[config.mk]
export PLATFORM = sky130hd
export DESIGN_NAME = rxr_ring_engine
export DESIGN_NICKNAME = d
export VERILOG_FILES = /design/src/rtl/rxr_pkg.sv /design/src/rtl/rxr_desc_ram.sv /design/src/rtl/rxr_regs.sv /design/src/rtl/rxr_fill.sv /design/src/rtl/rxr_ring_engine.sv
export SDC_FILE = /design/constraint.sdc
export NUM_CORES = 1
export LEC_CHECK = 0
export ABC_AREA = 1
export CORE_MARGIN = 2
export CORE_UTILIZATION = 55
export CTS_CLUSTER_DIAMETER = 100
export DETAILED_ROUTE_END_ITERATION = 16
export DONT_BUFFER_PORTS = 1
export PLACE_DENSITY = 0.7
export SKIP_LAST_GASP = 1
export SLEW_MARGIN = 20
export SYNTH_ARGS = -nofsm -noshare
export SYNTH_HDL_FRONTEND = slang
export SYNTH_SLANG_ARGS = --single-unit
[constraint.sdc]
create_clock -name clk -period 7.6 [get_ports clk]
set_input_delay 1.9 -clock clk [delete_from_list [all_inputs] [get_ports clk]]
set_output_delay 1.9 -clock clk [all_outputs]
set_load 0.01 [all_outputs]
[src/rtl/rxr_pkg.sv]
package rxr_pkg;
    localparam int LEN_W = 16;

    localparam logic [15:0] OFS_CTRL    = 16'h0100;
    localparam logic [15:0] OFS_BASE_LO = 16'h2800;
    localparam logic [15:0] OFS_BASE_HI = 16'h2804;
    localparam logic [15:0] OFS_RLEN    = 16'h2808;
    localparam logic [15:0] OFS_HEAD    = 16'h2810;
    localparam logic [15:0] OFS_TAIL    = 16'h2818;

    localparam int CTL_EN      = 1;
    localparam int CTL_THR_LO  = 8;
    localparam int CTL_BSZ_LO  = 16;
    localparam int CTL_BSZ_EXT = 25;

    localparam int STS_DONE = 0;
    localparam int STS_LAST = 1;

    typedef struct packed {
        logic [LEN_W-1:0] len;
        logic [7:0]       sts;
    } desc_wb_t;

    typedef enum logic [1:0] {
        FS_IDLE = 2'd0,
        FS_FILL = 2'd1,
        FS_DROP = 2'd2
    } fill_st_t;

    function automatic logic [LEN_W-1:0] bufsize_decode(input logic [1:0] code, input logic ext);
        logic [LEN_W-1:0] base;
        case (code)
            2'd0:    base = 16'd2048;
            2'd1:    base = 16'd1024;
            2'd2:    base = 16'd512;
            default: base = 16'd256;
        endcase
        if (ext && code != 2'd0) begin
            return base << 4;
        end
        return base;
    endfunction
endpackage

[src/rtl/rxr_desc_ram.sv]
module rxr_desc_ram
    import rxr_pkg::*;
#(
    parameter int IDX_W = 5
) (
    input  logic             clk,
    input  logic             wr_en,
    input  logic [IDX_W-1:0] wr_idx,
    input  desc_wb_t         wr_data,
    input  logic [IDX_W-1:0] rd_idx,
    output desc_wb_t         rd_data
);
    localparam int DEPTH = 1 << IDX_W;

    desc_wb_t mem [DEPTH];

    always_ff @(posedge clk) begin
        if (wr_en) begin
            mem[wr_idx] <= wr_data;
        end
    end

    assign rd_data = mem[rd_idx];
endmodule

[src/rtl/rxr_regs.sv]
module rxr_regs
    import rxr_pkg::*;
#(
    parameter int IDX_W = 5
) (
    input  logic             clk,
    input  logic             rst,
    input  logic             reg_we,
    input  logic [15:0]      reg_waddr,
    input  logic [31:0]      reg_wdata,
    input  logic [15:0]      reg_raddr,
    output logic [31:0]      reg_rdata,
    input  logic             adv,
    output logic             ctrl_en,
    output logic [1:0]       bsz_code,
    output logic             bsz_ext,
    output logic [IDX_W-1:0] head,
    output logic [IDX_W-1:0] tail,
    output logic             evt_min
);
    localparam logic [IDX_W-1:0] IDX_ONE = IDX_W'(1);

    logic [31:0]      ctrl_q, base_lo_q, base_hi_q, rlen_q;
    logic [IDX_W-1:0] head_q, tail_q, head_d, tail_d;
    logic [IDX_W-1:0] ring_n, head_inc, head_wrap, thr;
    logic [1:0]       thr_sel;
    logic             wr_head, wr_tail, thr_on, min_hit;

    function automatic logic [IDX_W-1:0] owned(input logic [IDX_W-1:0] h,
                                               input logic [IDX_W-1:0] t,
                                               input logic [IDX_W-1:0] n);
        return (t >= h) ? (t - h) : (t + n - h);
    endfunction

    assign ring_n    = rlen_q[4 +: IDX_W];
    assign head_inc  = head_q + IDX_ONE;
    assign head_wrap = (head_inc == ring_n) ? '0 : head_inc;
    assign wr_head   = reg_we && (reg_waddr == OFS_HEAD);
    assign wr_tail   = reg_we && (reg_waddr == OFS_TAIL);

    always_comb begin
        head_d = head_q;
        if (wr_head) begin
            head_d = reg_wdata[IDX_W-1:0];
        end else if (adv) begin
            head_d = head_wrap;
        end
        tail_d = wr_tail ? reg_wdata[IDX_W-1:0] : tail_q;
    end

    assign thr_sel = ctrl_q[CTL_THR_LO +: 2];
    assign thr_on  = (thr_sel != 2'd3);
    assign thr     = ring_n >> ({1'b0, thr_sel} + 3'd1);
    assign min_hit = adv && thr_on
                     && (owned(head_q, tail_q, ring_n) > thr)
                     && (owned(head_d, tail_d, ring_n) <= thr);

    always_ff @(posedge clk) begin
        if (rst) begin
            ctrl_q    <= '0;
            base_lo_q <= '0;
            base_hi_q <= '0;
            rlen_q    <= '0;
            head_q    <= '0;
            tail_q    <= '0;
            evt_min   <= 1'b0;
        end else begin
            if (reg_we && reg_waddr == OFS_CTRL)    ctrl_q    <= reg_wdata;
            if (reg_we && reg_waddr == OFS_BASE_LO) base_lo_q <= reg_wdata;
            if (reg_we && reg_waddr == OFS_BASE_HI) base_hi_q <= reg_wdata;
            if (reg_we && reg_waddr == OFS_RLEN)    rlen_q    <= reg_wdata;
            head_q  <= head_d;
            tail_q  <= tail_d;
            evt_min <= min_hit;
        end
    end

    always_comb begin
        case (reg_raddr)
            OFS_CTRL:    reg_rdata = ctrl_q;
            OFS_BASE_LO: reg_rdata = base_lo_q;
            OFS_BASE_HI: reg_rdata = base_hi_q;
            OFS_RLEN:    reg_rdata = rlen_q;
            OFS_HEAD:    reg_rdata = {{(32-IDX_W){1'b0}}, head_q};
            OFS_TAIL:    reg_rdata = {{(32-IDX_W){1'b0}}, tail_q};
            default:     reg_rdata = '0;
        endcase
    end

    assign ctrl_en  = ctrl_q[CTL_EN];
    assign bsz_code = ctrl_q[CTL_BSZ_LO +: 2];
    assign bsz_ext  = ctrl_q[CTL_BSZ_EXT];
    assign head     = head_q;
    assign tail     = tail_q;

    p_adv_room_r6: assert property (@(posedge clk) disable iff (rst)
        adv |-> (head_q != tail_q));

    p_min_single_r9: assert property (@(posedge clk) disable iff (rst)
        evt_min |=> !evt_min);

    p_tail_hold_r10: assert property (@(posedge clk) disable iff (rst)
        !wr_tail |=> $stable(tail_q));
endmodule

[src/rtl/rxr_fill.sv]
module rxr_fill
    import rxr_pkg::*;
#(
    parameter int IDX_W = 5
) (
    input  logic             clk,
    input  logic             rst,
    input  logic             rx_beat,
    input  logic             rx_last,
    input  logic             enable,
    input  logic [LEN_W-1:0] bufsize,
    input  logic             ring_empty,
    input  logic [IDX_W-1:0] head,
    output logic             wb_en,
    output logic [IDX_W-1:0] wb_idx,
    output desc_wb_t         wb_data,
    output logic             evt_rxt,
    output logic             evt_ovr
);
    fill_st_t         state_q, st_d;
    logic [LEN_W-1:0] cnt_q, cnt_d, next_cnt;
    logic             take, rxt_d, ovr_d;

    assign next_cnt = cnt_q + LEN_W'(1);
    assign wb_idx   = head;

    always_comb begin
        st_d        = state_q;
        cnt_d       = cnt_q;
        wb_en       = 1'b0;
        rxt_d       = 1'b0;
        ovr_d       = 1'b0;
        take        = 1'b0;
        wb_data.len = next_cnt;
        wb_data.sts = '0;
        if (rx_beat) begin
            unique case (state_q)
                FS_IDLE: begin
                    if (enable) take = 1'b1;
                    else if (!rx_last) st_d = FS_DROP;
                end
                FS_FILL: take = 1'b1;
                default: if (rx_last) st_d = FS_IDLE;
            endcase
            if (take) begin
                if (cnt_q == '0 && ring_empty) begin
                    ovr_d = 1'b1;
                    cnt_d = '0;
                    st_d  = rx_last ? FS_IDLE : FS_DROP;
                end else if (rx_last) begin
                    wb_en                 = 1'b1;
                    wb_data.sts[STS_DONE] = 1'b1;
                    wb_data.sts[STS_LAST] = 1'b1;
                    rxt_d                 = 1'b1;
                    cnt_d                 = '0;
                    st_d                  = FS_IDLE;
                end else if (next_cnt >= bufsize) begin
                    wb_en                 = 1'b1;
                    wb_data.sts[STS_DONE] = 1'b1;
                    cnt_d                 = '0;
                    st_d                  = FS_FILL;
                end else begin
                    cnt_d = next_cnt;
                    st_d  = FS_FILL;
                end
            end
        end
    end

    always_ff @(posedge clk) begin
        if (rst) begin
            state_q <= FS_IDLE;
            cnt_q   <= '0;
            evt_rxt <= 1'b0;
            evt_ovr <= 1'b0;
        end else begin
            state_q <= st_d;
            cnt_q   <= cnt_d;
            evt_rxt <= rxt_d;
            evt_ovr <= ovr_d;
        end
    end

    p_wb_nonzero_r3: assert property (@(posedge clk) disable iff (rst)
        wb_en |-> (wb_data.len != '0));

    p_drop_silent_r7: assert property (@(posedge clk) disable iff (rst)
        (state_q == FS_DROP) |-> !wb_en);

    p_eop_event_r8: assert property (@(posedge clk) disable iff (rst)
        (wb_en && wb_data.sts[STS_LAST]) |=> evt_rxt);

    p_ovr_excl_r6: assert property (@(posedge clk) disable iff (rst)
        !(evt_ovr && evt_rxt));
endmodule

[src/rtl/rxr_ring_engine.sv]
module rxr_ring_engine
    import rxr_pkg::*;
#(
    parameter int MAX_DESC = 16,
    localparam int IDX_W   = $clog2(MAX_DESC) + 1
) (
    input  logic             clk,
    input  logic             rst,
    input  logic             reg_we,
    input  logic [15:0]      reg_waddr,
    input  logic [31:0]      reg_wdata,
    input  logic [15:0]      reg_raddr,
    output logic [31:0]      reg_rdata,
    input  logic             rx_beat,
    input  logic             rx_last,
    input  logic [IDX_W-1:0] desc_idx,
    output logic [15:0]      desc_len,
    output logic [7:0]       desc_sts,
    output logic             evt_rxt,
    output logic             evt_min,
    output logic             evt_ovr
);
    logic             ctrl_en, bsz_ext, wb_en;
    logic [1:0]       bsz_code;
    logic [IDX_W-1:0] head, tail, wb_idx;
    logic [LEN_W-1:0] bufsize;
    desc_wb_t         wb_data, rd_data;

    assign bufsize = bufsize_decode(bsz_code, bsz_ext);

    rxr_regs #(.IDX_W(IDX_W)) u_regs (
        .clk       (clk),
        .rst       (rst),
        .reg_we    (reg_we),
        .reg_waddr (reg_waddr),
        .reg_wdata (reg_wdata),
        .reg_raddr (reg_raddr),
        .reg_rdata (reg_rdata),
        .adv       (wb_en),
        .ctrl_en   (ctrl_en),
        .bsz_code  (bsz_code),
        .bsz_ext   (bsz_ext),
        .head      (head),
        .tail      (tail),
        .evt_min   (evt_min)
    );

    rxr_fill #(.IDX_W(IDX_W)) u_fill (
        .clk        (clk),
        .rst        (rst),
        .rx_beat    (rx_beat),
        .rx_last    (rx_last),
        .enable     (ctrl_en),
        .bufsize    (bufsize),
        .ring_empty (head == tail),
        .head       (head),
        .wb_en      (wb_en),
        .wb_idx     (wb_idx),
        .wb_data    (wb_data),
        .evt_rxt    (evt_rxt),
        .evt_ovr    (evt_ovr)
    );

    rxr_desc_ram #(.IDX_W(IDX_W)) u_ram (
        .clk     (clk),
        .wr_en   (wb_en),
        .wr_idx  (wb_idx),
        .wr_data (wb_data),
        .rd_idx  (desc_idx),
        .rd_data (rd_data)
    );

    assign desc_len = rd_data.len;
    assign desc_sts = rd_data.sts;
endmodule

# Word level (Yosys, flattened, before mapping)
# Memories as Yosys holds them, arrays and structs flattened.
# Cells that the tools add are included.
# classes
n_addsub,9
order_cmp,5
n_eq_ne,21
shift,1
n_mux,37
n_bitwise,2
reduce_logical,20
# ops
op,n
$pmux W32 S6,1
$eq A16 B14 Y1 const B,10
$mux W16,5
$pmux W12 S3,1
$eq A16 B9 Y1 const B,2
$mux W5,6
$sub A5 B5 Y5,4
$mux W2,9
$add A16 B1 Y16 const B,1
$ge A16 B16 Y1,1
$logic_not A16 Y1,1
$mux W1,13
$logic_and A1 B1 Y1,11
$add A5 B5 Y5,2
$eq A5 B5 Y1,2
$ge A5 B5 Y1,2
$ne A3 B2 Y1 const B,2
$add A5 B1 Y5 const B,1
$gt A5 B5 Y1,1
$le A5 B5 Y1,1
$reduce_and A5 Y1,1
$shr A5 B3 Y5,1
$eq A2 B1 Y1 const B,2
$logic_not A2 Y1,2
12 further kinds,13
# totals
register_bits,159
ramBits,576
inputBits,74
output_inout_bits,59
mem_count,1
# memory_table
name,words,word_bits,rd,rd_clocked_by_memory_dff,write_ports,line,source
u_ram.mem,32,18,1,0,1,rxr_desc_ram.sv:15,desc_wb_t mem [DEPTH];

# Logic depth before layout (Yosys ltp)
# Gate-level depths: netlist of the first run.
# logic_depth
ltp_word,16
ltp_mapped,41

# Modules after synthesis
# Synthesis of the first run repeated with hierarchy kept, for this count alone.
# unflattened
hier_cells,4010
hier_area_um2,41014.3
# by_module_without_submodules
mod,n_inst,cells_per_inst,area_per_inst_um2,seq_area_each_um2
rxr_desc_ram,1,2641,31280.0,23062.1
rxr_regs,1,1033,7748.7,2782.7
rxr_fill,1,307,1858.0,400.4
rxr_ring_engine,1,29,127.6,0.0

# Worst setup path after synthesis of the first run
# OpenSTA, ideal clock, no wires.
# synth_timing
path_kind,register to register
start,reg u_fill.cnt_q[2]
end,reg u_regs.evt_min
setup_time_ns,0.062
arrival_ns,6.197
required_time_ns,7.538
path_slack_ns,1.341
path_stages_with_launch,33
n_path_buf,1
path_cell_list,dfxtp_1 -> nand3_2 -> nor2_2 -> nand3_1 -> nor3_1 -> nand4_1 -> xnor2_1 -> ha_1 -> nand2_1 -> nor2_1 -> a2111oi_0 -> nand2_4 -> nand2_4 -> buf_8 -> nand2_1 -> nand3_1 -> nand2_1 -> nor2_1 -> inv_1 -> nand2_1 -> ha_1 -> inv_1 -> fa_1 -> xor2_1 -> o21ai_1 -> ha_1 -> a21oi_1 -> a21oi_1 -> o21ai_0 -> o2111ai_1 -> nor2_1 -> nand2_1 -> nor2_2
# synth_between
elab_chain_cells,13
elab_cells_between_ends,19
# synth_rtl
element,line,source
start: declaration,rxr_fill.sv:21,"logic [LEN_W-1:0] cnt_q, cnt_d, next_cnt;"
start signal: assignment,rxr_fill.sv:78,cnt_q <= cnt_d;
$add A16 B1 Y16 (*),rxr_fill.sv:24,assign next_cnt = cnt_q + LEN_W'(1);
net u_fill.next_cnt[15],rxr_fill.sv:21,
$ge A16 B16 Y1 (*),rxr_fill.sv:57,end else if (next_cnt >= bufsize) begin
$mux W1 (*),rxr_fill.sv:57,
$mux W1 (*),rxr_fill.sv:50,end else if (rx_last) begin
$mux W1 (*),rxr_fill.sv:46,if (cnt_q == '0 && ring_empty) begin
$mux W1 (*),rxr_fill.sv:45,if (take) begin
$mux W1 (*),rxr_fill.sv:36,if (rx_beat) begin
$mux W5,rxr_regs.sv:45,end else if (adv) begin
$mux W5,rxr_regs.sv:43,if (wr_head) begin
$sub A5 B5 Y5 / $ge A5 B5 Y1 (equally long branches),rxr_regs.sv:32,return (t >= h) ? (t - h) : (t + n - h);
$mux W5,rxr_regs.sv:32,
$le A5 B5 Y1,rxr_regs.sv:56,"&& (owned(head_d, tail_d, ring_n) <= thr);"
$logic_and A1 B1 Y1 (*),rxr_regs.sv:56,
end signal: assignment,rxr_regs.sv:74,evt_min <= min_hit;
end: declaration,rxr_regs.sv:19,output logic evt_min
# Mark *: on every way through the listed nets, which the timed path passes. The rest lies on a longest branch.
# A chain may end at the register's enable or synchronous reset.

# Final worst setup path of the first run
# Same ends and word-level chain as after synthesis.

==> results by stage, run 1 <==
Layout:
- Counting the fill cells in the layout gives 4427.
- The fraction of layout instances using a drive strength above 1 is 8.24%.
- The layout overhead on the synthesized area is 10.0%.
- Cells fill 61.2% of the core in the end.
- The area of all placed cells without fillers is 34600 sq um.
- At the end of the flow, the number of nets in the layout was a little under 3000.
- The number of standard cells in the final layout excluding fillers is about 3600.
- The number of diodes is 0.

Pwr:
- The power after layout is 8.01 mW.
- The net switching fraction of the power is roughly a fifth.
- Combinational logic burns 3.2% of the power.
- Power spread over the standard cell area amounts to 231 nW/um^2.
- The internal power of the cells totals 6.32 mW.
- The sequential group share of total power is 53.4%.
- The leakage power summed over all cells is 11.7 nW.
- Summed over all nets, the switching power comes to 1.68 mW.
- The power share of the clock group is 43.4%.
- The worst voltage drop across the vdd grid is 0.171 mV.

Setup path:
- The worst register-to-register path begins at u_fill.cnt_q[2].
- The count of buffer and inverter cells on the critical path is 4.
- The type of the worst setup path is flop to flop.
- The endpoint type of the worst setup path is a flop.
- Along the worst path, the maximum fanout reaches 34.
- Broken down by cell family, the worst path's largest delay share belongs to simple AND/OR/NAND/NOR gates.
- On the worst path, the slowest cell contributes a delay of 0.63 ns.
- The cell type of the slowest stage on the worst timing path is a2111oi_0.
- At the worst endpoint, the arrival time is 7.18 ns.
- For the worst setup path, the data required time is 8.15 ns.
- The most critical setup path has its startpoint at u_fill.cnt_q[2].
- The critical path launch point type is a flop.
- The critical path's most frequent cell is nand2_1.

Floorplan:
- The initial cell density of the core is 55.6%.
- The count of boundary I/O pins is 133.
- The width of the die is ~240 um.
- The number of standard-cell rows in the floorplan is 87.
- The core area is 56500 sq um.
- The floorplan step set the die height to 243 um.
- The die area is 59100 sq um.

GRT:
- The initial antenna violation count is 1.
- The first global-routing pass estimated 126000 um of wire.
- The via count of the first global-routing pass is 21600.
- The sum of overflow across all layers after global routing is 0.
- Entering global routing, the biggest net connects 290 pins.
- In the global route stage, overall resource usage came out at around 28%.

Placed design:
- The weighted congestion reported at the end of routability-driven placement is roughly 0.9.
- The placed instances occupy a cell area of 32300 sq um.
- The placed cell count is 3518.
- During placement, the flow inserted port buffers numbering 0.
- Summed over all nets, the half-perimeter wirelength after detailed placement is 47800 um.

Synthesis:
- The average size of a mapped cell is 10.9 sq um.
- The number of synthesized register bits is around 740.
- The synthesized design contains 576 enable-type register cells.
- The dominant combinational cell family by area after synthesis is compound AO/OA/AOI/OAI gates.
- Multiplexer cells account for 0.0358% of the synthesized area.
- The synthesized netlist contains 50 unique library cells.
- The post-synthesis share of cell area spent on and, or, nand and nor gates is 10.3%.
- Of all flip-flops after synthesis, the portion carrying an async set or reset was 0%.
- For this run, the leading register cell type out of synthesis is edfxtp_1.
- The complex-gate fraction of the synthesized area is about 16%.
- The Yosys step of the flow raised 0 warnings.
- Synthesis produced a netlist whose cell count is 2889.
- The arithmetic-cell share of the synthesized area counting full adders, half adders and majority gates is 1.93%.
- For this run, the register share of the synthesized area comes to ~65%.
- The parity-gate share of the synthesized area counting xor and xnor cells is less than 1%.
- The cell area that synthesis handed to floorplanning was around 31000 sq um.

STA:
- Setup total negative slack on the finished layout was measured at 0 ns.
- The final setup violation count is 0.
- For the final database, setup skew stands at 0.0263 ns.
- The portion of the clock cycle consumed by the worst path in the final layout is 87.3%.
- For this run, the top clock speed supported by timing is 0.151 GHz.
- Setup repair after global routing left no endpoint under its margin.
- The number of failing hold endpoints at the final stage is 0.
- The slew at the pin closest to its max-slew limit is 1.06 ns.
- The final critical delay including setup and external delays is about 6.6 ns.
- The worst slew slack as a fraction of its limit is 29.2%.
- The max-slew violation count was 0.

Clocking:
- The clock drives 735 sinks.
- The quantity of hold-fixing buffers added after cts is 0.
- For the worst-skew pair, the clock arrives at the later sink with an insertion delay of 0.63 ns.
- Counting the buffers created by CTS gives 74.
- Clock-pin slew was measured on the worst setup and hold paths at 0.06 ns.
- No sink is reached through more buffers than the 3 on the longest clock path.
- TritonCTS built the clock tree.
- The number of H-tree levels is 3.
- The number of setup buffers added after CTS is 0.
- The clock tree root driver cell is clkbuf_16.
- The number of gates resized after cts is 0.

Route:
- The routed design has around 84000 um of wire.
- For this run, design rule violations remaining after detail routing come to 0.
- The first routing iteration left 2490 violations.
- The number of nets with antenna violations after routing is 0.
- After detailed routing, the number of vias per cell comes to 6.17.
- The number of vias in the routed layout is 22500.
- Dividing the detail-routed wire length by the instance count gives 23.0 um.
- The iteration count of the initial detailed-routing pass is 5.

Worst hold path:
- In this run the most critical hold path is launched from u_regs.rlen_q[2].
- The tightest min-delay check is of the flop to flop type.

Outcome:
- The run finished with clean final reports.

Job:
- The tool flagged a number of max-cap violations equal to 0.
==> path summary, 6_finish.rpt <==
kind	endpoint	slack (ns)	depth (start not counted)
max	u_regs.evt_min	0.97	34
min	u_regs.rlen_q[2]	0.45	2
max reg2reg	u_regs.evt_min	0.97	34
min reg2reg	u_regs.rlen_q[2]	0.45	2
==> worst reg2reg max path: cells and delay by family, from the launching register on <==
| family | cells | cell delay, ns |
|---|---|---|
| AO/OA/AOI/OAI | 7 | 1.39 |
| buffers and inverters | 4 | 0.50 |
| XOR/XNOR | 2 | 0.24 |
| AND/OR/NAND/NOR | 17 | 2.63 |
| adder cells (fa/ha/maj) | 4 | 1.25 |
| flip-flops | 1 | 0.54 |
==> power by group through the flow <==
stage	clock [mW]	combinational, mW	sequential (mW)
final	3.48	0.253	4.27
after global routing	3.67	0.279	4.27
after CTS	3.50	0.252	4.27
after detailed placement	0	0.250	4.36
after global placement	0	0.241	4.36
after floorplan	0	0.212	4.36
==> cell families after synthesis <==
group / Yosys count
buffers and inverters: 483
other: 2
muxes: 1
and+or+nand+nor: 747
AOI/OAI and AO/OA: 852
xor gates and xnor gates: 24
adders and majority gates: 45
DFF: 735
==> layout by cell type (no fill, tap or decap), types with 9 or more instances in the layout <==
cell type / netlist / layout
edfxtp_1: 576 / 576
o21ai_0: 428 / 428
nor2_1: 425 / 408
inv_1: 284 / 282
dfxtp_1: 159 / 159
nand2_1: 145 / 145
o221ai_1: 134 / 134
a21oi_1: 132 / 132
nand3_1: 89 / 87
o22ai_1: 79 / 79
clkbuf_16: 0 / 75
buf_4: 7 / 54
ha_1: 39 / 38
a211oi_1: 33 / 33
clkbuf_1: 171 / 19
clkinv_1: 4 / 18
a31oi_1: 18 / 18
a32oi_1: 15 / 15
nor3_2: 0 / 15
nor2_2: 4 / 14
nand3_2: 12 / 14
xor2_1: 16 / 14
nor3_1: 28 / 13
nor2_4: 2 / 9
==> through the flow <==
stage | hold slack (ns) | setup WS [ns]
floorplan | 0.429 | 1.34
global placement | 0.439 | 1.11
detailed placement | 0.446 | 0.998
CTS | 0.454 | 0.958
global route | 0.472 | 0.235
finish | 0.452 | 0.968
==> per-layer routing <==
layer,up-vias,share of wire (%),global-route usage [%]
met5,-,0,0
met3,221,9.2,5.90
li1,10300,-,-
met1,11000,39,36.1
met2,1061,48,45.6
met4,0,4.1,11.3
==> cells in the mapped netlist (39+ instances only) <==
cell type | number | area share (%)
o22ai_1 | 79 | 1.6
inv_1 | 284 | 3.4
nand2_1 | 145 | 1.7
nand3_1 | 89 | 1.4
dfxtp_1 | 159 | 10
nor2_1 | 425 | 5.1
a21oi_1 | 132 | 2.1
o221ai_1 | 134 | 3.7
ha_1 | 39 | 1.6
o21ai_0 | 428 | 6.8
edfxtp_1 | 576 | 55
clkbuf_1 | 171 | 2.0
==> registers in the layout, summed over array words and instances (netlist names), 2 cells and up <==
signal / cells
u_regs.head: 5
u_regs.base_lo_q: 32
u_regs.rlen_q: 32
u_regs.base_hi_q: 32
u_regs.ctrl_q: 32
u_ram.mem: 576
u_fill.cnt_q: 16
u_fill.state_q: 2
u_regs.tail: 5
==> layout make-up <==
| cell class | count | area (sq um) | area share [%] |
|---|---|---|---|
| Timing Repair Buffer | 56 | 445 | 1.29 |
| Clock inverter | 32 | 297 | 0.857 |
| Multi-Input combinational cell | 1676 | 9330 | 27.0 |
| Clock buffer | 96 | 1980 | 5.71 |
| Tap cell | 756 | 946 | 2.73 |
| Inverter | 295 | 1110 | 3.22 |
| Sequential cell | 735 | 20500 | 59.2 |
No activity file was read; power rests on OpenSTA's default activity.
==> run 2: changes to the inputs <==
--- a/config.mk
+++ b/config.mk
@@ -6,12 +6,15 @@
 export NUM_CORES = 1
 export LEC_CHECK = 0
 export ABC_AREA = 1
+export CAP_MARGIN = 20
+export CELL_PAD_IN_SITES_DETAIL_PLACEMENT = 2
+export CELL_PAD_IN_SITES_GLOBAL_PLACEMENT = 2
 export CORE_MARGIN = 2
-export CORE_UTILIZATION = 55
+export CORE_UTILIZATION = 39
 export CTS_CLUSTER_DIAMETER = 100
 export DETAILED_ROUTE_END_ITERATION = 16
 export DONT_BUFFER_PORTS = 1
-export PLACE_DENSITY = 0.7
+export PLACE_DENSITY_LB_ADDON = 0.1
 export SKIP_LAST_GASP = 1
 export SLEW_MARGIN = 20
 export SYNTH_ARGS = -nofsm -noshare
==> constraint.sdc (replaced) <==
create_clock -name clk -period 6 [get_ports clk]
set_input_delay 1.5 -clock clk [delete_from_list [all_inputs] [get_ports clk]]
set_output_delay 1.5 -clock clk [all_outputs]
set_load 0.01 [all_outputs]
==> run 2 against run 1 <==
Against the previous run:
- combinational power rose by 49%
- sequential share of layout area is 2.2 points lower
- global-route usage shrank 1.5 points
- worst setup slack got worse by 0.40 ns
- wire length is 31% higher
- sequential power is 27% higher
- non-clock buffer count up 67
- power up 34%
- via count up 4.0%
- final area up 3.8%
==> results by stage, run 2 (same netlist as run 1, synthesis figures left out) <==
Outcome:
- The run finished with clean final reports.

Setup path:
- STA classifies the critical path endpoint as an output port.
- The type of the worst setup path is primary input to output port.
- The critical path arrival is 3.93 ns (-3.25 ns).
- The signal on the critical path passes through or3_1, nor3_1, inv_1, nor4_1, nand3_1, buf_4, o22ai_1, inv_1, o221ai_1, buf_4.
- The delay contributed by the slowest stage of the critical path came to 0.45 ns (-0.18 ns).
- For this design, the slowest cell found on the critical path is nor3_1.
- The critical path launch point type is a primary input.
- The required time at the worst-slack endpoint is 4.50 ns (-3.65 ns).
- The top fanout value on the critical path is 32 (-5.9%).

Floorplan:
- The width of the die was 288 um (+18%).
- The count of boundary I/O pins came to 133 (unchanged).
- The number of standard-cell rows in the floorplan is 104 (+20%).
- The die outline height is 288 um (+18%).
- The core area is 80200 sq um (+42%).
- The die area came to 82900 sq um (+40%).
- The initial cell density of the core is 39.2% (-16 points).

Route:
- The total wirelength of the detailed-routed design is 110000 um (+31%).
- The number of nets with antenna violations after routing is 0 (unchanged).
- The initial DRC count is 1555 (-38%).
- The routed length per placed instance is 27.1 um (+18%).
- The DRC violation count after routing is 0 (unchanged).
- The number of vias in the routed layout was 23400 (+4.0%).
- The vias per cell is 5.79 (-6.2%).
- The iteration count of the initial detailed-routing pass is 5 (unchanged).

STA:
- The final sum of negative setup slack is 0 ns (unchanged).
- Derived from the worst setup path, the maximum achievable clock frequency is 0.184 GHz.
- The final setup violation count is 0 (unchanged).
- The worst path uses 90.5% of the clock period.
- The max-slew violation count is 0 (unchanged).
- The number of failing hold endpoints at the final stage is 0 (unchanged).
- The setup clock skew after layout is 0.0310 ns (+0.00464 ns).
- The final critical delay including setup and external delays is 5.43 ns.
- The worst slew slack as a fraction of its limit is 29.1% (about the same).
- Setup repair after global routing left no endpoint under its margin.
- The slew at the pin closest to its max-slew limit is 1.06 ns (-0.00509 ns).

Worst hold path:
- The path type of the worst min-delay path is flop to flop.

Pwr:
- The worst voltage drop across the vdd grid is 0.174 mV (+1.7%).
- The power after layout was 10.8 mW (+34%).
- The areal power density over the cells came to 300 nW/um^2 (+29%).
- The leakage power summed over all cells came to 12.3 nW (+5.9%).

Clocking:
- The clock network latency to the later pin of the worst-skew pair is 0.64 ns (about the same).
- The number of clock sinks seen by CTS came to 735 (unchanged).
- The clock input transition at the sequential cells of the worst setup and hold paths was 0.06 ns (about the same).
- The number of buffers added by the clock tree synthesis step is 83 (+12%).
- The tree is rooted in a clkbuf_16.
- The CTS tree is done.
- The worst-case clock buffer depth is 3 (unchanged).
- The number of H-tree levels is 3 (unchanged).

GRT:
- The total routing resource utilization after global routing was 26.3% (-1.5 points).
- The pin count of the biggest net entering global routing is 290 (unchanged).
- The initial antenna violation count is 4 (+3).
- The via count of the first global-routing pass is 25800 (+20%).
- The global-route wire length before repair is 163000 um (+29%).
- The sum of overflow across all layers after global routing came to 0 (unchanged).

Placed design:
- The weighted congestion reported at the end of routability-driven placement is 0.854 (-4.8%).
- The number of buffers added on ports is 0 (unchanged).
- The placed wire-length estimate is 67100 um (+40%).

Layout:
- The commonest non-fill, non-tap cell in the layout is edfxtp_1.
- The total number of nets in the final design came to 3033 (+2.6%).
- Leaving out fill and tap cells, the most frequent cells in the layout are 576 x edfxtp_1, 427 x o21ai_0, 406 x nor2_1.
- u_ram.mem holds more flip-flops than any other register.
- The fraction of layout instances using a drive strength above 1 is 11.3% (+3.1 points).
- Relative to the synthesized area, the layout overhead comes to 14.2%.
- The number of flip-flops under the largest register name was 576 (unchanged).

Job:
- The max-cap check violation count was 0 (unchanged).
[run 2: cell type report]
cell class / count / area [sq um]
inverters: 295 / 1120
clock inverters: 43 / 319
fillers: 8151 / 44200
multi-input cells: 1676 / 9330
diodes: 2 / 5.00
well taps: 1060 / 1330
flip-flops and latches: 735 / 20500
repair buffers: 123 / 1010
clock buffers: 108 / 2310
[run 2: path summary, 6_finish.rpt]
path	slack [ns]	to	startpoint	cells past startpoint
setup / recovery	0.57	reg_rdata[12]	reg_raddr[12]	10
hold / removal	0.45	u_regs.rlen_q[13]	u_regs.rlen_q[13]	2
setup reg to reg	0.58	u_regs.evt_min	u_fill.cnt_q[3]	34
hold reg to reg	0.45	u_regs.rlen_q[13]	u_regs.rlen_q[13]	2
[run 2: critical path: cells and delay by family]
family	cells	cell delay [ns]
and+or+nand+nor	4	1.40
buffers and inverters	4	0.67
AOI/OAI and AO/OA	2	0.34
[run 2: repair_timing]
item	4_1_cts	5_1_grt
resized for setup	0	16
buffers inserted	0	3
hold buffers	0	0
endpoints found under the setup margin	0	1
[run 2: through the flow]
stage / hold slack [ns] / setup WS (ns) / util [%] / instance area [sq um] / cells
5_1_grt: 0.480 / 0.00335 / 44.8 / 35900 / 4042
6_report: 0.453 / 0.568 / 44.8 / 35900 / 4042
2_1_floorplan: 0.429 / 0.165 / - / 31500 / 2894
4_1_cts: 0.456 / 0.0265 / 44.7 / 35800 / 4037
3_5_place_dp: 0.447 / 0.105 / 41.4 / 33200 / 3886
3_3_place_gp: 0.437 / 0.257 / 41.4 / 33200 / 3886
[run 2: power breakdown]
part | leakage [nW] | internal [mW] | switching, mW | total, mW
Clock | 1.30 | 2.84 | 2.12 | 4.97
Sequential | 6.74 | 5.41 | 0.000737 | 5.41
Combinational | 4.30 | 0.114 | 0.262 | 0.376
[run 2: per-layer routing]
layer | GRT usage, % | vias to the layer above | wire [um]
met5 | 0 | - | 33
met4 | 10.1 | 6 | 4240
met3 | 5.15 | 235 | 5960
met2 | 46.1 | 613 | 55000
met1 | 31.8 | 12100 | 44400
li1 | - | 10400 | -
==> run 3: changes to the inputs <==
--- a/config.mk
+++ b/config.mk
@@ -9,12 +9,11 @@
 export CAP_MARGIN = 20
 export CELL_PAD_IN_SITES_DETAIL_PLACEMENT = 2
 export CELL_PAD_IN_SITES_GLOBAL_PLACEMENT = 2
-export CORE_MARGIN = 2
 export CORE_UTILIZATION = 39
 export CTS_CLUSTER_DIAMETER = 100
 export DETAILED_ROUTE_END_ITERATION = 16
 export DONT_BUFFER_PORTS = 1
-export PLACE_DENSITY_LB_ADDON = 0.1
+export PLACE_DENSITY = 0.78
 export SKIP_LAST_GASP = 1
 export SLEW_MARGIN = 20
 export SYNTH_ARGS = -nofsm -noshare
==> run 3 against run 2 <==
Against the previous run:
- first-iteration DRC count grew 5.9%
- the run now ends with negative setup slack left
- combinational power is essentially flat
- largest cell class unchanged
- critical path type unchanged
- power hardly changed
- sequential share of layout area is 0.18 points higher
- core utilization rose by 0.28 points
- critical path depth fell by 4
==> results by stage, run 3 (same netlist as run 1, synthesis figures left out) <==
Layout:
- The number of flip-flops under the largest register name came to 576 (unchanged).
- The total number of nets in the final design came to 3020 (-0.43%).
- The register with the most flip-flops in the final layout is u_ram.mem.
- The layout overhead on the synthesized area is 13.8%.
- The end-of-flow core utilization came to 45.1% (+0.28 points).
- The total of fill cells in the finished design is 8110 (-0.50%).
- The fraction of layout instances using a drive strength above 1 is 10.8% (-0.49 points).
- In the layout the commonest cells are 576 x edfxtp_1, 428 x o21ai_0, 406 x nor2_1.
- Leaving out fill and tap cells, the most frequent cell in the layout is edfxtp_1.

STA:
- The setup clock skew after layout is 0.0462 ns (+0.0152 ns).
- The worst slew slack as a fraction of its limit came to 21.4% (-7.8 points).
- The worst setup slack after layout is -0.0652 ns (-0.633 ns).
- The final setup violation count is 1 (+1).
- The smallest hold slack came to 0.459 ns (+0.00565 ns).
- The maximum achievable frequency came to 0.165 GHz (-10%).
- The slew at the pin closest to its max-slew limit is 1.18 ns (+0.121 ns).
- The portion of the clock cycle consumed by the worst path in the final layout is 101% (+11 points).
- The max-slew violation count is 0 (unchanged).
- The final critical delay including setup and external delays is 6.07 ns (+0.633 ns).
- Setup repair after global routing left no endpoint under its margin.
- The number of failing hold endpoints at the final stage came to 0 (unchanged).

GRT:
- The total routing resource utilization after global routing is 27.7% (+1.4 points).
- The initial antenna violation count is 1 (-3).
- The pin count of the biggest net entering global routing is 290 (unchanged).
- The via count of the first global-routing pass is 26700 (+3.3%).
- The sum of overflow across all layers after global routing is 0 (unchanged).
- The global-route wire length before repair is 170000 um (+4.6%).

Clocking:
- TritonCTS built the clock tree.
- The number of H-tree levels is 3 (unchanged).
- The clock tree root driver cell is clkbuf_16.
- The clock network latency to the later pin of the worst-skew pair was 0.67 ns (+0.03 ns).
- The worst-case clock buffer depth is 3 (unchanged).
- The number of clock sinks seen by CTS came to 735 (unchanged).
- The clock input transition at the sequential cells of the worst setup and hold paths was 0.06 ns (about the same).
- The setup fix buffers added after clock tree synthesis was 0 (unchanged).
- The number of gates resized after cts is 0 (unchanged).
- The quantity of hold-fixing buffers added after cts is 0 (unchanged).
- The number of buffers added by the clock tree synthesis step is 80 (-3.6%).

Route:
- The number of vias in the routed layout is 23800 (+1.6%).
- The total wirelength of the detailed-routed design was 114000 um (+3.7%).
- The iteration count of the initial detailed-routing pass is 7 (+2).
- The initial DRC count is 1646 (+5.9%).
- The DRC violation count after routing came to 0 (unchanged).
- The vias per cell was 5.92 (+2.2%).
- The number of nets with antenna violations after routing came to 0 (unchanged).
- The routed length per placed instance was 28.3 um (+4.3%).

Floorplan:
- The count of boundary I/O pins was 133 (unchanged).
- The core area is 79400 sq um (-0.96%).
- The die area came to 81700 sq um (-1.4%).
- The width of the die is 286 um (-0.69%).
- The initial cell density of the core is 39.6% (+0.38 points).
- The number of standard-cell rows in the floorplan is 103 (-0.96%).
- The die outline height came to 286 um (-0.69%).

Setup path:
- The top fanout value on the critical path is 289 (+800%).
- The register-to-register setup slack came to 0.43 ns (-0.15 ns).
- The required time at the worst-slack endpoint is 4.50 ns (about the same).
- The worst setup path is launched from a primary input.
- The critical path arrival is 4.57 ns (+0.64 ns).
- The endpoint type of the worst setup path is an output port.
- The type of the worst setup path is primary input to output port.

Outcome:
- The flow ran to the end, but the final reports show violations.
- The final reports fail on negative setup slack.

Placed design:
- The placed wire-length estimate is 68300 um (+1.9%).
- The number of buffers added on ports is 0 (unchanged).
- The weighted congestion reported at the end of routability-driven placement came to 0.821 (-3.8%).

Pwr:
- The leakage power summed over all cells is 12.2 nW (-0.82%).
- The worst voltage drop across the vdd grid is 0.210 mV (+21%).
- The areal power density over the cells is 301 nW/um^2 (+0.39%).

Worst hold path:
- The path class of the tightest hold or removal check is flop to flop.

Job:
- The max-cap check violation count is 0 (unchanged).
[run 3: final timing paths]
path,cells past startpoint,from,to
hold reg to reg,2,u_regs.rlen_q[29],u_regs.rlen_q[29]
hold / removal,2,u_regs.rlen_q[29],u_regs.rlen_q[29]
setup reg to reg,35,u_fill.cnt_q[1],u_regs.evt_min
setup / recovery,6,desc_idx[0],desc_sts[0]
[run 3: critical path, cell delays in order]
cell	delay (ns)
clkinv_4	0.59
buf_12	0.42
o21ai_0	0.21
o221ai_1	0.23
nand3_1	0.21
a32oi_1	0.67
[run 3: area by class of cell]
| class | instances | area [sq um] | share of cell area [%] |
|---|---|---|---|
| sequential | 735 | 20500 | 57.2 |
| tap | 1050 | 1310 | 3.67 |
| clock buffer | 106 | 2170 | 6.07 |
| timing repair buffer | 113 | 953 | 2.66 |
| multi-input combinational | 1676 | 9310 | 26.0 |
| clock inverter | 43 | 440 | 1.23 |
| antenna | 2 | 5.00 | 0.0140 |
| inverter | 295 | 1110 | 3.11 |
[run 3: through the flow]
step / cells / total power, mW / cell area (sq um) / setup TNS [ns] / worst slack (ns)
after floorplan: 2894 / 5.79 / 31500 / 0 / 0.165
after global placement: 3868 / 5.86 / 33100 / 0 / 0.438
after detailed placement: 3868 / 5.89 / 33100 / 0 / 0.145
after CTS: 4017 / 10.8 / 35700 / 0 / 0.0724
after global routing: 4018 / 11.0 / 35800 / 0 / 0.0484
final: 4020 / 10.8 / 35800 / -0.0652 / -0.0652
[run 3: power breakdown]
part | leakage [nW] | switching (mW) | internal, mW
registers | 6.74 | 0.000768 | 5.41
clock network | 1.25 | 2.18 | 2.79
logic | 4.25 | 0.265 | 0.110
[run 3: per-layer routing]
| layer | routed length, um | track usage, % |
|---|---|---|
| met2 | 59400 | 50.6 |
| met5 | 13 | 0 |
| met1 | 45200 | 32.9 |
| met3 | 5960 | 4.86 |
| met4 | 3120 | 8.62 |
